`config.mk`:
```
export PLATFORM = sky130hd
export DESIGN_NAME = strassen_mm2x2
export DESIGN_NICKNAME = d
export VERILOG_FILES = /design/src/rtl/strassen_pkg.sv /design/src/rtl/strassen_preadd.sv /design/src/rtl/strassen_mul_unit.sv /design/src/rtl/strassen_combine.sv /design/src/rtl/strassen_mm2x2.sv
export SDC_FILE = /design/constraint.sdc
export NUM_CORES = 2
export LEC_CHECK = 0
export BUFFER_PORTS_ARGS = -buffer_cell sky130_fd_sc_hd__buf_2
export CELL_PAD_IN_SITES_DETAIL_PLACEMENT = 0
export CELL_PAD_IN_SITES_GLOBAL_PLACEMENT = 1
export CORE_MARGIN = 2
export CORE_UTILIZATION = 48
export CTS_BUF_LIST = sky130_fd_sc_hd__clkbuf_8 sky130_fd_sc_hd__clkbuf_16
export DETAILED_ROUTE_END_ITERATION = 10
export GPL_ROUTABILITY_DRIVEN = 0
export PLACE_DENSITY = 0.9
export SKIP_CTS_REPAIR_TIMING = 1
export SLEW_MARGIN = 20
export SYNTH_ARGS = -nofsm -noshare
export SYNTH_HDL_FRONTEND = slang
export SYNTH_SLANG_ARGS = --single-unit
```
`constraint.sdc`:
```
create_clock -name clk -period 12.62 [get_ports clk]
set_clock_uncertainty 0.2 [all_clocks]
set_input_delay 0.631 -clock clk [delete_from_list [all_inputs] [get_ports clk]]
set_output_delay 0.631 -clock clk [all_outputs]
set_load 0.02 [all_outputs]
```
`src/rtl/strassen_pkg.sv`:
```
package strassen_pkg;
    localparam int NPROD = 7;
    localparam int NOUT  = 4;

    typedef enum logic [1:0] {
        ST_IDLE,
        ST_MULT,
        ST_DRAIN,
        ST_PUBLISH
    } mm_state_t;

    // Contribution of product p (0..6 => P1..P7) to output o (0..3 => c11,c12,c21,c22)
    // +1 add, -1 subtract, 0 none
    function automatic int contrib(input int p, input int o);
        int r;
        r = 0;
        unique case (p)
            0: r = (o == 0 || o == 3) ? 1 : 0;
            1: r = (o == 2) ? 1 : ((o == 3) ? -1 : 0);
            2: r = (o == 1 || o == 3) ? 1 : 0;
            3: r = (o == 0 || o == 2) ? 1 : 0;
            4: r = (o == 0) ? -1 : ((o == 1) ? 1 : 0);
            5: r = (o == 3) ? 1 : 0;
            6: r = (o == 0) ? 1 : 0;
            default: r = 0;
        endcase
        return r;
    endfunction
endpackage

```
`src/rtl/strassen_preadd.sv`:
```
module strassen_preadd #(
    parameter int DATA_W = 16,
    parameter int STEP_W = 3,
    localparam int SUM_W = DATA_W + 1
) (
    input  logic [STEP_W-1:0]       step_i,
    input  logic signed [DATA_W-1:0] a11_i,
    input  logic signed [DATA_W-1:0] a12_i,
    input  logic signed [DATA_W-1:0] a21_i,
    input  logic signed [DATA_W-1:0] a22_i,
    input  logic signed [DATA_W-1:0] b11_i,
    input  logic signed [DATA_W-1:0] b12_i,
    input  logic signed [DATA_W-1:0] b21_i,
    input  logic signed [DATA_W-1:0] b22_i,
    output logic signed [SUM_W-1:0]  lhs_o,
    output logic signed [SUM_W-1:0]  rhs_o
);
    logic signed [SUM_W-1:0] xa11, xa12, xa21, xa22, xb11, xb12, xb21, xb22;

    assign xa11 = {a11_i[DATA_W-1], a11_i};
    assign xa12 = {a12_i[DATA_W-1], a12_i};
    assign xa21 = {a21_i[DATA_W-1], a21_i};
    assign xa22 = {a22_i[DATA_W-1], a22_i};
    assign xb11 = {b11_i[DATA_W-1], b11_i};
    assign xb12 = {b12_i[DATA_W-1], b12_i};
    assign xb21 = {b21_i[DATA_W-1], b21_i};
    assign xb22 = {b22_i[DATA_W-1], b22_i};

    always_comb begin
        lhs_o = '0;
        rhs_o = '0;
        unique case (step_i)
            STEP_W'(0): begin lhs_o = xa11 + xa22; rhs_o = xb11 + xb22; end
            STEP_W'(1): begin lhs_o = xa21 + xa22; rhs_o = xb11;        end
            STEP_W'(2): begin lhs_o = xa11;        rhs_o = xb12 - xb22; end
            STEP_W'(3): begin lhs_o = xa22;        rhs_o = xb21 - xb11; end
            STEP_W'(4): begin lhs_o = xa11 + xa12; rhs_o = xb22;        end
            STEP_W'(5): begin lhs_o = xa21 - xa11; rhs_o = xb11 + xb12; end
            STEP_W'(6): begin lhs_o = xa12 - xa22; rhs_o = xb21 + xb22; end
            default:    begin lhs_o = '0;          rhs_o = '0;          end
        endcase
    end
endmodule

```
`src/rtl/strassen_mul_unit.sv`:
```
module strassen_mul_unit #(
    parameter int SUM_W  = 17,
    parameter int STEP_W = 3,
    parameter int NPROD  = 7,
    localparam int PROD_W = 2 * SUM_W
) (
    input  logic                     clk,
    input  logic                     rst_n,
    input  logic                     vld_i,
    input  logic [STEP_W-1:0]        idx_i,
    input  logic signed [SUM_W-1:0]  lhs_i,
    input  logic signed [SUM_W-1:0]  rhs_i,
    output logic                     vld_o,
    output logic [STEP_W-1:0]        idx_o,
    output logic signed [PROD_W-1:0] prod_o
);
    logic signed [PROD_W-1:0] lhs_x, rhs_x;

    assign lhs_x = {{SUM_W{lhs_i[SUM_W-1]}}, lhs_i};
    assign rhs_x = {{SUM_W{rhs_i[SUM_W-1]}}, rhs_i};

    always_ff @(posedge clk or negedge rst_n) begin
        if (!rst_n) begin
            vld_o  <= 1'b0;
            idx_o  <= '0;
            prod_o <= '0;
        end else begin
            vld_o <= vld_i;
            if (vld_i) begin
                idx_o  <= idx_i;
                prod_o <= lhs_x * rhs_x;
            end
        end
    end

    AST_PROD_SEQUENCE: assert property (@(posedge clk) disable iff (!rst_n)
        (vld_o && idx_o != STEP_W'(NPROD-1)) |=> (vld_o && idx_o == $past(idx_o) + STEP_W'(1)));
    AST_PROD_STARTS_P1: assert property (@(posedge clk) disable iff (!rst_n)
        ($rose(vld_o)) |-> (idx_o == '0));
endmodule

```
`src/rtl/strassen_combine.sv`:
```
module strassen_combine #(
    parameter int PROD_W = 34,
    parameter int STEP_W = 3,
    localparam int RES_W = PROD_W + 2
) (
    input  logic                     clk,
    input  logic                     rst_n,
    input  logic                     clr_i,
    input  logic                     vld_i,
    input  logic [STEP_W-1:0]        idx_i,
    input  logic signed [PROD_W-1:0] prod_i,
    output logic signed [RES_W-1:0]  acc_o [strassen_pkg::NOUT]
);
    import strassen_pkg::*;

    logic signed [RES_W-1:0] prod_x;
    assign prod_x = {{2{prod_i[PROD_W-1]}}, prod_i};

    for (genvar o = 0; o < NOUT; o++) begin : g_acc
        logic [NPROD-1:0] add_map, sub_map;
        for (genvar p = 0; p < NPROD; p++) begin : g_map
            assign add_map[p] = (contrib(p, o) > 0);
            assign sub_map[p] = (contrib(p, o) < 0);
        end

        always_ff @(posedge clk or negedge rst_n) begin
            if (!rst_n) begin
                acc_o[o] <= '0;
            end else if (clr_i) begin
                acc_o[o] <= '0;
            end else if (vld_i) begin
                if (add_map[idx_i])
                    acc_o[o] <= acc_o[o] + prod_x;
                else if (sub_map[idx_i])
                    acc_o[o] <= acc_o[o] - prod_x;
            end
        end
    end
endmodule

```
`src/rtl/strassen_mm2x2.sv`:
```
module strassen_mm2x2 #(
    parameter int DATA_W = 16,
    localparam int SUM_W  = DATA_W + 1,
    localparam int PROD_W = 2 * SUM_W,
    localparam int RES_W  = PROD_W + 2,
    localparam int STEP_W = $clog2(strassen_pkg::NPROD)
) (
    input  logic                     clk,
    input  logic                     rst_n,
    input  logic                     start,
    input  logic signed [DATA_W-1:0] a11,
    input  logic signed [DATA_W-1:0] a12,
    input  logic signed [DATA_W-1:0] a21,
    input  logic signed [DATA_W-1:0] a22,
    input  logic signed [DATA_W-1:0] b11,
    input  logic signed [DATA_W-1:0] b12,
    input  logic signed [DATA_W-1:0] b21,
    input  logic signed [DATA_W-1:0] b22,
    output logic                     done,
    output logic signed [RES_W-1:0]  c11,
    output logic signed [RES_W-1:0]  c12,
    output logic signed [RES_W-1:0]  c21,
    output logic signed [RES_W-1:0]  c22
);
    import strassen_pkg::*;

    localparam int LAT = 9;

    mm_state_t state_q, state_d;
    logic [STEP_W-1:0] step_q;
    logic accept;

    logic signed [DATA_W-1:0] ra11, ra12, ra21, ra22, rb11, rb12, rb21, rb22;
    logic signed [SUM_W-1:0]  lhs, rhs;
    logic                     p_vld;
    logic [STEP_W-1:0]        p_idx;
    logic signed [PROD_W-1:0] p_val;
    logic signed [RES_W-1:0]  acc [NOUT];

    assign accept = (state_q == ST_IDLE) && start;

    // next-state logic
    always_comb begin
        state_d = state_q;
        unique case (state_q)
            ST_IDLE:    if (start) state_d = ST_MULT;
            ST_MULT:    if (step_q == STEP_W'(NPROD-1)) state_d = ST_DRAIN;
            ST_DRAIN:   state_d = ST_PUBLISH;
            ST_PUBLISH: state_d = ST_IDLE;
            default:    state_d = ST_IDLE;
        endcase
    end

    // state register
    always_ff @(posedge clk or negedge rst_n) begin
        if (!rst_n) begin
            state_q <= ST_IDLE;
            step_q  <= '0;
        end else begin
            state_q <= state_d;
            if (state_q == ST_MULT)
                step_q <= step_q + STEP_W'(1);
            else
                step_q <= '0;
        end
    end

    // output and operand registers
    always_ff @(posedge clk or negedge rst_n) begin
        if (!rst_n) begin
            done <= 1'b0;
            c11 <= '0; c12 <= '0; c21 <= '0; c22 <= '0;
            ra11 <= '0; ra12 <= '0; ra21 <= '0; ra22 <= '0;
            rb11 <= '0; rb12 <= '0; rb21 <= '0; rb22 <= '0;
        end else begin
            done <= (state_q == ST_PUBLISH);
            if (accept) begin
                ra11 <= a11; ra12 <= a12; ra21 <= a21; ra22 <= a22;
                rb11 <= b11; rb12 <= b12; rb21 <= b21; rb22 <= b22;
            end
            if (state_q == ST_PUBLISH) begin
                c11 <= acc[0]; c12 <= acc[1]; c21 <= acc[2]; c22 <= acc[3];
            end
        end
    end

    strassen_preadd #(.DATA_W(DATA_W), .STEP_W(STEP_W)) u_preadd (
        .step_i(step_q),
        .a11_i(ra11), .a12_i(ra12), .a21_i(ra21), .a22_i(ra22),
        .b11_i(rb11), .b12_i(rb12), .b21_i(rb21), .b22_i(rb22),
        .lhs_o(lhs), .rhs_o(rhs)
    );

    strassen_mul_unit #(.SUM_W(SUM_W), .STEP_W(STEP_W), .NPROD(NPROD)) u_mul (
        .clk(clk), .rst_n(rst_n),
        .vld_i(state_q == ST_MULT), .idx_i(step_q),
        .lhs_i(lhs), .rhs_i(rhs),
        .vld_o(p_vld), .idx_o(p_idx), .prod_o(p_val)
    );

    strassen_combine #(.PROD_W(PROD_W), .STEP_W(STEP_W)) u_comb (
        .clk(clk), .rst_n(rst_n),
        .clr_i(accept), .vld_i(p_vld), .idx_i(p_idx), .prod_i(p_val),
        .acc_o(acc)
    );

    // latency window counter for the checks below
    logic [3:0] since_acc;
    always_ff @(posedge clk or negedge rst_n) begin
        if (!rst_n)          since_acc <= 4'hF;
        else if (accept)     since_acc <= '0;
        else if (since_acc != 4'hF) since_acc <= since_acc + 4'd1;
    end

    AST_DONE_LATENCY: assert property (@(posedge clk) disable iff (!rst_n)
        done |-> (since_acc == 4'(LAT)));
    AST_DONE_PULSE: assert property (@(posedge clk) disable iff (!rst_n)
        done |=> !done);
    AST_BUSY_START_IGNORED: assert property (@(posedge clk) disable iff (!rst_n)
        (state_q != ST_IDLE) |=> ($stable(ra11) && $stable(rb22) && $stable(ra21) && $stable(rb12)));
    AST_RESULT_HOLD: assert property (@(posedge clk) disable iff (!rst_n)
        !done |-> ($stable(c11) && $stable(c12) && $stable(c21) && $stable(c22)));
    AST_STEP_RANGE: assert property (@(posedge clk) disable iff (!rst_n)
        (state_q == ST_MULT) |-> (step_q <= STEP_W'(NPROD-1)));
endmodule

```
Yosys cells after proc, flatten, opt, wreduce, memory -nomap -nowiden

Memories as Yosys holds them, arrays and structs flattened.
Index checks and enable logic that the tools add are counted.

Output and inout port bits: 145
Register bits after elaboration: 460
Bits of input ports: 131
Bits in read-only memories: 56
Memories kept: 7
Word-level logic and storage cells: 103

Memories:

| name            | words | width | read ports | clocked after memory_dff | wr ports | RTL line               | source |
|---|---|---|---|---|---|---|---|
| (no name shown) | 8     | 1     | 1          | 0                        | 0        | strassen_combine.sv:34 | `else if (sub_map[idx_i])` |
| (no name shown) | 8     | 1     | 1          | 0                        | 0        | strassen_combine.sv:32 | `if (add_map[idx_i])` |
| (no name shown) | 8     | 1     | 1          | 0                        | 0        | strassen_combine.sv:32 |  |
| (no name shown) | 8     | 1     | 1          | 0                        | 0        | strassen_combine.sv:34 |  |
| (no name shown) | 8     | 1     | 1          | 0                        | 0        | strassen_combine.sv:34 |  |
| (no name shown) | 8     | 1     | 1          | 0                        | 0        | strassen_combine.sv:32 |  |
| +1 memories     | n/a   | n/a   | n/a        | n/a                      | n/a      | n/a                    |  |

Order comparisons: 1
Add/sub/neg operators: 19
Equality and inequality tests: 11
Multipliers: 1
Reductions and logical operators: 13
Mux-type cells: 29

Operator list:

| operator                                                             | count |
|---|---|
| 36-bit two-way mux                                                   | 16 |
| 17-bit case mux with 7 select lines                                  | 2 |
| 36-bit by 34-bit adder with 36-bit output                            | 4 |
| 36-bit by 34-bit subtractor with 36-bit output                       | 4 |
| 16-bit by 16-bit adder with 17-bit output                            | 6 |
| 16-bit by 16-bit subtractor with 17-bit output                       | 4 |
| 17-bit by 17-bit multiplier with 34-bit output                       | 1 |
| 3-bit nonzero test                                                   | 4 |
| 2-bit AND reduction                                                  | 5 |
| 3-bit == test, second input constant                                 | 3 |
| 2-bit case mux with 4 select lines                                   | 1 |
| 1-bit two-way mux                                                    | 7 |
| 3-bit by 2-bit == test with 1-bit output, second input constant      | 2 |
| 2-bit == test, second input constant                                 | 2 |
| 3-bit by 4-bit < comparator with 1-bit output, second input constant | 1 |
| 2-bit two-way mux                                                    | 2 |
| 2-bit != test, second input constant                                 | 2 |
| 3-bit by 1-bit adder with 3-bit output, second input constant        | 1 |
| 3-bit by 1-bit == test with 1-bit output, second input constant      | 1 |
| 3-bit logical NOT                                                    | 1 |
| 3-bit two-way mux                                                    | 1 |
| 2-bit by 1-bit == test with 1-bit output, second input constant      | 1 |
| 2-bit logical NOT                                                    | 1 |
| 2-bit nonzero test                                                   | 1 |
| 1-bit logical AND                                                    | 1 |

Depth between registers and ports, before layout

Depth in word-level cells: 6
Gate-level depth with buffers: 44
Gate-level depth less buffers: 41

By module

Synthesis repeated with hierarchy kept, for this count alone.

Cell total of the unflattened synthesis: 5007
Area, all modules: 45783.9 µm²

By module, submodules not included:

| module            | times used | cells each | sequential area each (µm²) | area an instance (µm²) |
|---|---|---|---|---|
| strassen_combine  | 1          | 2079       | 3603.5                     | 15595.0 |
| strassen_mul_unit | 1          | 1298       | 950.9                      | 12394.4 |
| strassen_mm2x2    | 1          | 601        | 6956.7                     | 10890.4 |
| strassen_preadd   | 1          | 1029       | 0.0                        | 6904.1 |

Worst setup path after synthesis

No wires, ideal clock.

Path type: register -> register
From: register ra22[2]
To: register u_mul.prod_o[31]
Path buffers: 2
Arrival time: 9440 ps
Path slack: 2855 ps
Setup time: 125 ps
Period minus slack after synthesis: 9765 ps
Data required time: 12295 ps
Cell stages (with the launch flop): 40
Cells stage by stage: dfrtp_1 -> or3_1 -> nor3_1 -> nand2b_1 -> or3_1 -> nor2_1 -> xor2_1 -> nand2_1 -> o21ai_0 -> ha_1 -> a2111oi_0 -> a22oi_1 -> a31oi_1 -> o21ai_0 -> a21oi_1 -> xnor2_1 -> nand2_1 -> a41oi_2 -> [... 4 more ...] -> inv_1 -> fa_1 -> inv_1 -> fa_1 -> fa_1 -> inv_1 -> fa_1 -> inv_1 -> ha_1 -> clkbuf_1 -> a211o_1 -> o32a_1 -> a31oi_1 -> a21oi_1 -> or3_1 -> a21oi_1 -> xnor2_1 -> mux2_2

Cells in the longest elaborated chain, start to end: 3
Elaborated cells between the ends (all ways): 5
Classes of those cells: add/sub: 3; mul: 1; mux: 1

Ends and longest elaborated chain:

| element                                                                | RTL line                | source |
|---|---|---|
| start: declaration                                                     | strassen_mm2x2.sv:33    | `logic signed [DATA_W-1:0] ra11, ra12, ra21, ra22, rb11, rb12, rb21, rb22;` |
| start signal: assignment                                               | strassen_mm2x2.sv:73    | `ra11 <= '0; ra12 <= '0; ra21 <= '0; ra22 <= '0;` |
| start signal: assignment                                               | strassen_mm2x2.sv:78    | `ra11 <= a11; ra12 <= a12; ra21 <= a21; ra22 <= a22;` |
| 16-bit by 16-bit subtractor with 17-bit output (tied with other cells) | strassen_preadd.sv:39   | `STEP_W'(6): begin lhs_o = xa12 - xa22; rhs_o = xb21 + xb22; end` |
| 17-bit case mux with 7 select lines *                                  | strassen_preadd.sv:32   | `unique case (step_i)` |
| 17-bit by 17-bit multiplier with 34-bit output *                       | strassen_mul_unit.sv:31 | `prod_o <= lhs_x * rhs_x;` |
| end signal: assignment                                                 | strassen_mul_unit.sv:31 |  |
| end: declaration                                                       | strassen_mul_unit.sv:15 | `output logic signed [PROD_W-1:0] prod_o` |

Mark *: on every way between the ends. The rest lies on a longest branch, timed or not.
A chain may end at the register's enable or synchronous reset.

Final worst setup path

From: register step_q[0]
To: register u_mul.prod_o[26]

Cells in the longest elaborated chain, start to end: 3
Elaborated cells between the ends (all ways): 10
Classes of those cells: mul: 1; eq/ne: 6; mux: 2; reduce/logical: 1

Ends and longest elaborated chain:

| element                                          | RTL line                | source |
|---|---|---|
| start: declaration                               | strassen_mm2x2.sv:30    | `logic [STEP_W-1:0] step_q;` |
| start signal: assignment                         | strassen_mm2x2.sv:62    | `step_q <= step_q + STEP_W'(1);` |
| 3-bit == test (tied with other cells)            | strassen_preadd.sv:32   |  |
| 17-bit case mux with 7 select lines              | strassen_preadd.sv:32   |  |
| 17-bit by 17-bit multiplier with 34-bit output * | strassen_mul_unit.sv:31 |  |

Marked as above.

==> impl_metrics.yaml <==
routing:
  dr_total_vias: 36637
  ant_nets: 0
  remaining_drc_errors: 0
  first_iter_violations: 2737
  routedWlPerCell_um: 19.7
  vias_per_cell: 5.67
  firstDrtPassIters: 6
  drt_wl_total_mm: 127
timing:
  maxSlewHeadroom_pct: 22.4
  setup_ws_ps: 1930
  fin_setup_tns_ps: 0
  timing.hold.ws_ps: -15.9
  setup_violations: 0
  hold_viol: 17
  rsz0062_at_grt: "false"
  finalMaxSlewViolations: 0
  fmax_mhz: 93.5
  min_period_ps: 10690
  tightestPinTransition_ps: 1150
  fin_crit_sh_pct: 84.7
run_status:
  outcome: "complete, but fails checks"
  violations: "negative hold slack"
clocking:
  cts.sinks: 460
  cts_tree: "yes"
  clock_path_buffers: 3
  htree_levels: 2
  cts_root_buf: "clkbuf_16"
  clock_latency_ps: 670
  clk_pin_slew_ps: 60
  cts_buffers: 54
synthesis:
  synth-edff-count: 0
  ys_async_sr_fraction_pct: 100
  syn_nets: 5769
  mappedNetlistArea_mm2: 0.0436
  yosys.area.top_type: "dfrtp_1"
  synth_top_area_share_pct: 26.4
  syn_area_per_cell_um2: 8.73
  yosys_register_bits: 460
  syn-instance-count: 4993
  ys_seq_area_share_pct: 26.4
  synth_ff_type: "dfrtp_1"
  synth_cell_type_count: 91
  synth_area_leaders: "dfrtp_1 26%, fa_1 14%, ha_1 9.7%, nand2_1 7.6%, mux2_2 4.4%"
  ys_warn_count: 0
placement:
  dp_worst_setup_slack_ps: 2060
  numPortBuffers: 275
  dpl.hpwl_mm: 97.2
layout:
  synthToLayoutAreaGrowth_pct: 11.7
  drive_gt1_share_pct: 12.6
  finalNetCount: 6015
  fillers: 8224
grt:
  grt_max_degree: 161
  track_usage_pct: 27.1
  grt_overflow: 0
  grt_pass1_wl_mm: 201
  antenna_found_initial: 1
  grt_pass1_vias: 36132
critical_path:
  cp_data_arrival_time_ps: 11030
  cp_slowest_cell: "a221o_1"
  cp_max_fo: 24
  crit_required_ps: 12960
  path_class: "flip-flop to flip-flop"
  end_kind: "flip-flop"
  start_kind: "flip-flop"
  max_stage_delay_ps: 730
floorplan:
  die_x_um: 305
  placementRows: 110
  die_h_um: 305
  start_util_pct: 48.4
  ios: 276
  core_area_mm2: 0.0900
  die-area_mm2: 0.0932
flow_run:
  maxCapViolCount: 0
worst_hold_path:
  min_path_type: "input pin to flip-flop"
synthesized netlist by cell type, types with 14 or more instances:
| cell | number |
|---|---|
| xor2_1 | 162 |
| o21ai_0 | 248 |
| nor2_1 | 347 |
| nor3_1 | 76 |
| buf_2 | 18 |
| inv_1 | 412 |
| nand2_1 | 883 |
| a22oi_1 | 14 |
| ha_1 | 338 |
| a222oi_1 | 17 |
| nand3_1 | 67 |
| o21bai_1 | 29 |
| dfrtp_1 | 460 |
| nor2b_1 | 76 |
| and3_1 | 25 |
| xnor2_1 | 203 |
| o21a_1 | 38 |
| o211ai_1 | 22 |
| mux2_2 | 170 |
| or3_1 | 33 |
| and2_1 | 41 |
| clkbuf_1 | 176 |
| nand2b_1 | 50 |
| fa_1 | 307 |
| a21o_1 | 121 |
| a211oi_1 | 47 |
| a31oi_1 | 32 |
| buf_1 | 18 |
| nand4_1 | 21 |
| o31ai_1 | 18 |
| a21oi_1 | 277 |
worst max-delay path, delay by kind of cell, from the launching register on:
family / cells / cell delay [ps]
flops: 1 / 480
simple gates: 5 / 1310
compound gates: 13 / 3100
buf+inv: 7 / 520
fa+ha+maj: 9 / 3970
mux: 2 / 620
xor+xnor: 2 / 340
placed cells by master, fill, tap and decap left out, types with 18 or more instances in the layout:
cell / netlist / routed
xnor2_1: 203 / 203
ha_1: 338 / 336
mux2_2: 170 / 170
buf_2: 18 / 274
nand3_1: 67 / 67
nor2b_1: 76 / 75
fa_1: 307 / 307
nand2b_1: 50 / 50
o21a_1: 38 / 38
o31ai_1: 18 / 18
a21o_1: 121 / 121
and3_1: 25 / 25
clkbuf_16: 0 / 54
nor3_1: 76 / 76
o21bai_1: 29 / 29
a31oi_1: 32 / 29
buf_4: 1 / 60
o21ai_0: 248 / 247
and2_1: 41 / 40
nand2_1: 883 / 882
o211ai_1: 22 / 22
inv_1: 412 / 418
dlygate4sd3_1: 0 / 67
xor2_1: 162 / 162
a211oi_1: 47 / 47
or3_1: 33 / 33
dfrtp_1: 460 / 460
a21oi_1: 277 / 276
nand4_1: 21 / 21
nor2_1: 347 / 345
area by class of cell:
type / count / area, um2 / share of cell area [%]
Timing Repair Buffer: 403 / 2530 / 5.19
Inverter: 413 / 1550 / 3.19
Antenna cell: 1 / 2.50 / 0.00514
Tap cell: 1176 / 1470 / 3.02
Clock buffer: 63 / 1480 / 3.03
Sequential cell: 460 / 11500 / 23.7
Multi-Input combinational cell: 3907 / 29800 / 61.2
Clock inverter: 37 / 342 / 0.702
state kept, by name, indices dropped and copies added, names as in the netlist, 34 cells and up:
signal,flops
u_comb.acc_o,144
c11,36
c12,36
c21,36
c22,36
u_mul.prod_o,34
final timing paths:
kind	from	endpoint	slack (ps)	cells past startpoint
max	step_q[0]$_DFF_PN0_	u_mul.prod_o[26]$_DFFE_PN0P_	1930	38
min	a11[2]	ra11[2]$_DFFE_PN0P_	-20	3
max reg2reg	step_q[0]$_DFF_PN0_	u_mul.prod_o[26]$_DFFE_PN0P_	1930	38
min reg2reg	rb21[11]$_DFFE_PN0P_	rb21[11]$_DFFE_PN0P_	290	2
max in group asynchronous	rst_n	rb22[14]$_DFFE_PN0P_	10290	3
min in group asynchronous	rst_n	c21[1]$_DFFE_PN0P_	440	2
kinds of logic after synthesis:
group                      Yosys count  share of synthesized area, %
xor gates and xnor gates           365                          7.34
AOI/OAI and AO/OA                 1009                          15.0
muxes                              179                          4.60
adders and majority gates          645                          23.8
buffers and inverters              626                          5.45
DFF                                460                          26.4
and+or+nand+nor                   1709                          17.4
stage by stage:
stage          util [%]  std cells  cell area, um2
4_1_cts            53.3       6392           48000
3_5_place_dp       51.3       6292           46200
3_3_place_gp       51.3       6292           46200
6_report           54.1       6460           48700
5_1_grt            54.1       6459           48700
2_1_floorplan         -       4993           43600
per-layer routing:
metal / up-vias / share of wire (%) / GRT usage, %
met3: 301 / 6.5 / 4.74
met5: - / 0 / 0
met4: 0 / 4.5 / 11.2
met1: 17743 / 42 / 34.7
met2: 1226 / 47 / 45.3
li1: 17367 / - / -
Power is left out: the tool's default activity adds up to more than one toggle a clock period on the data nets, which glitch-free logic cannot reach.
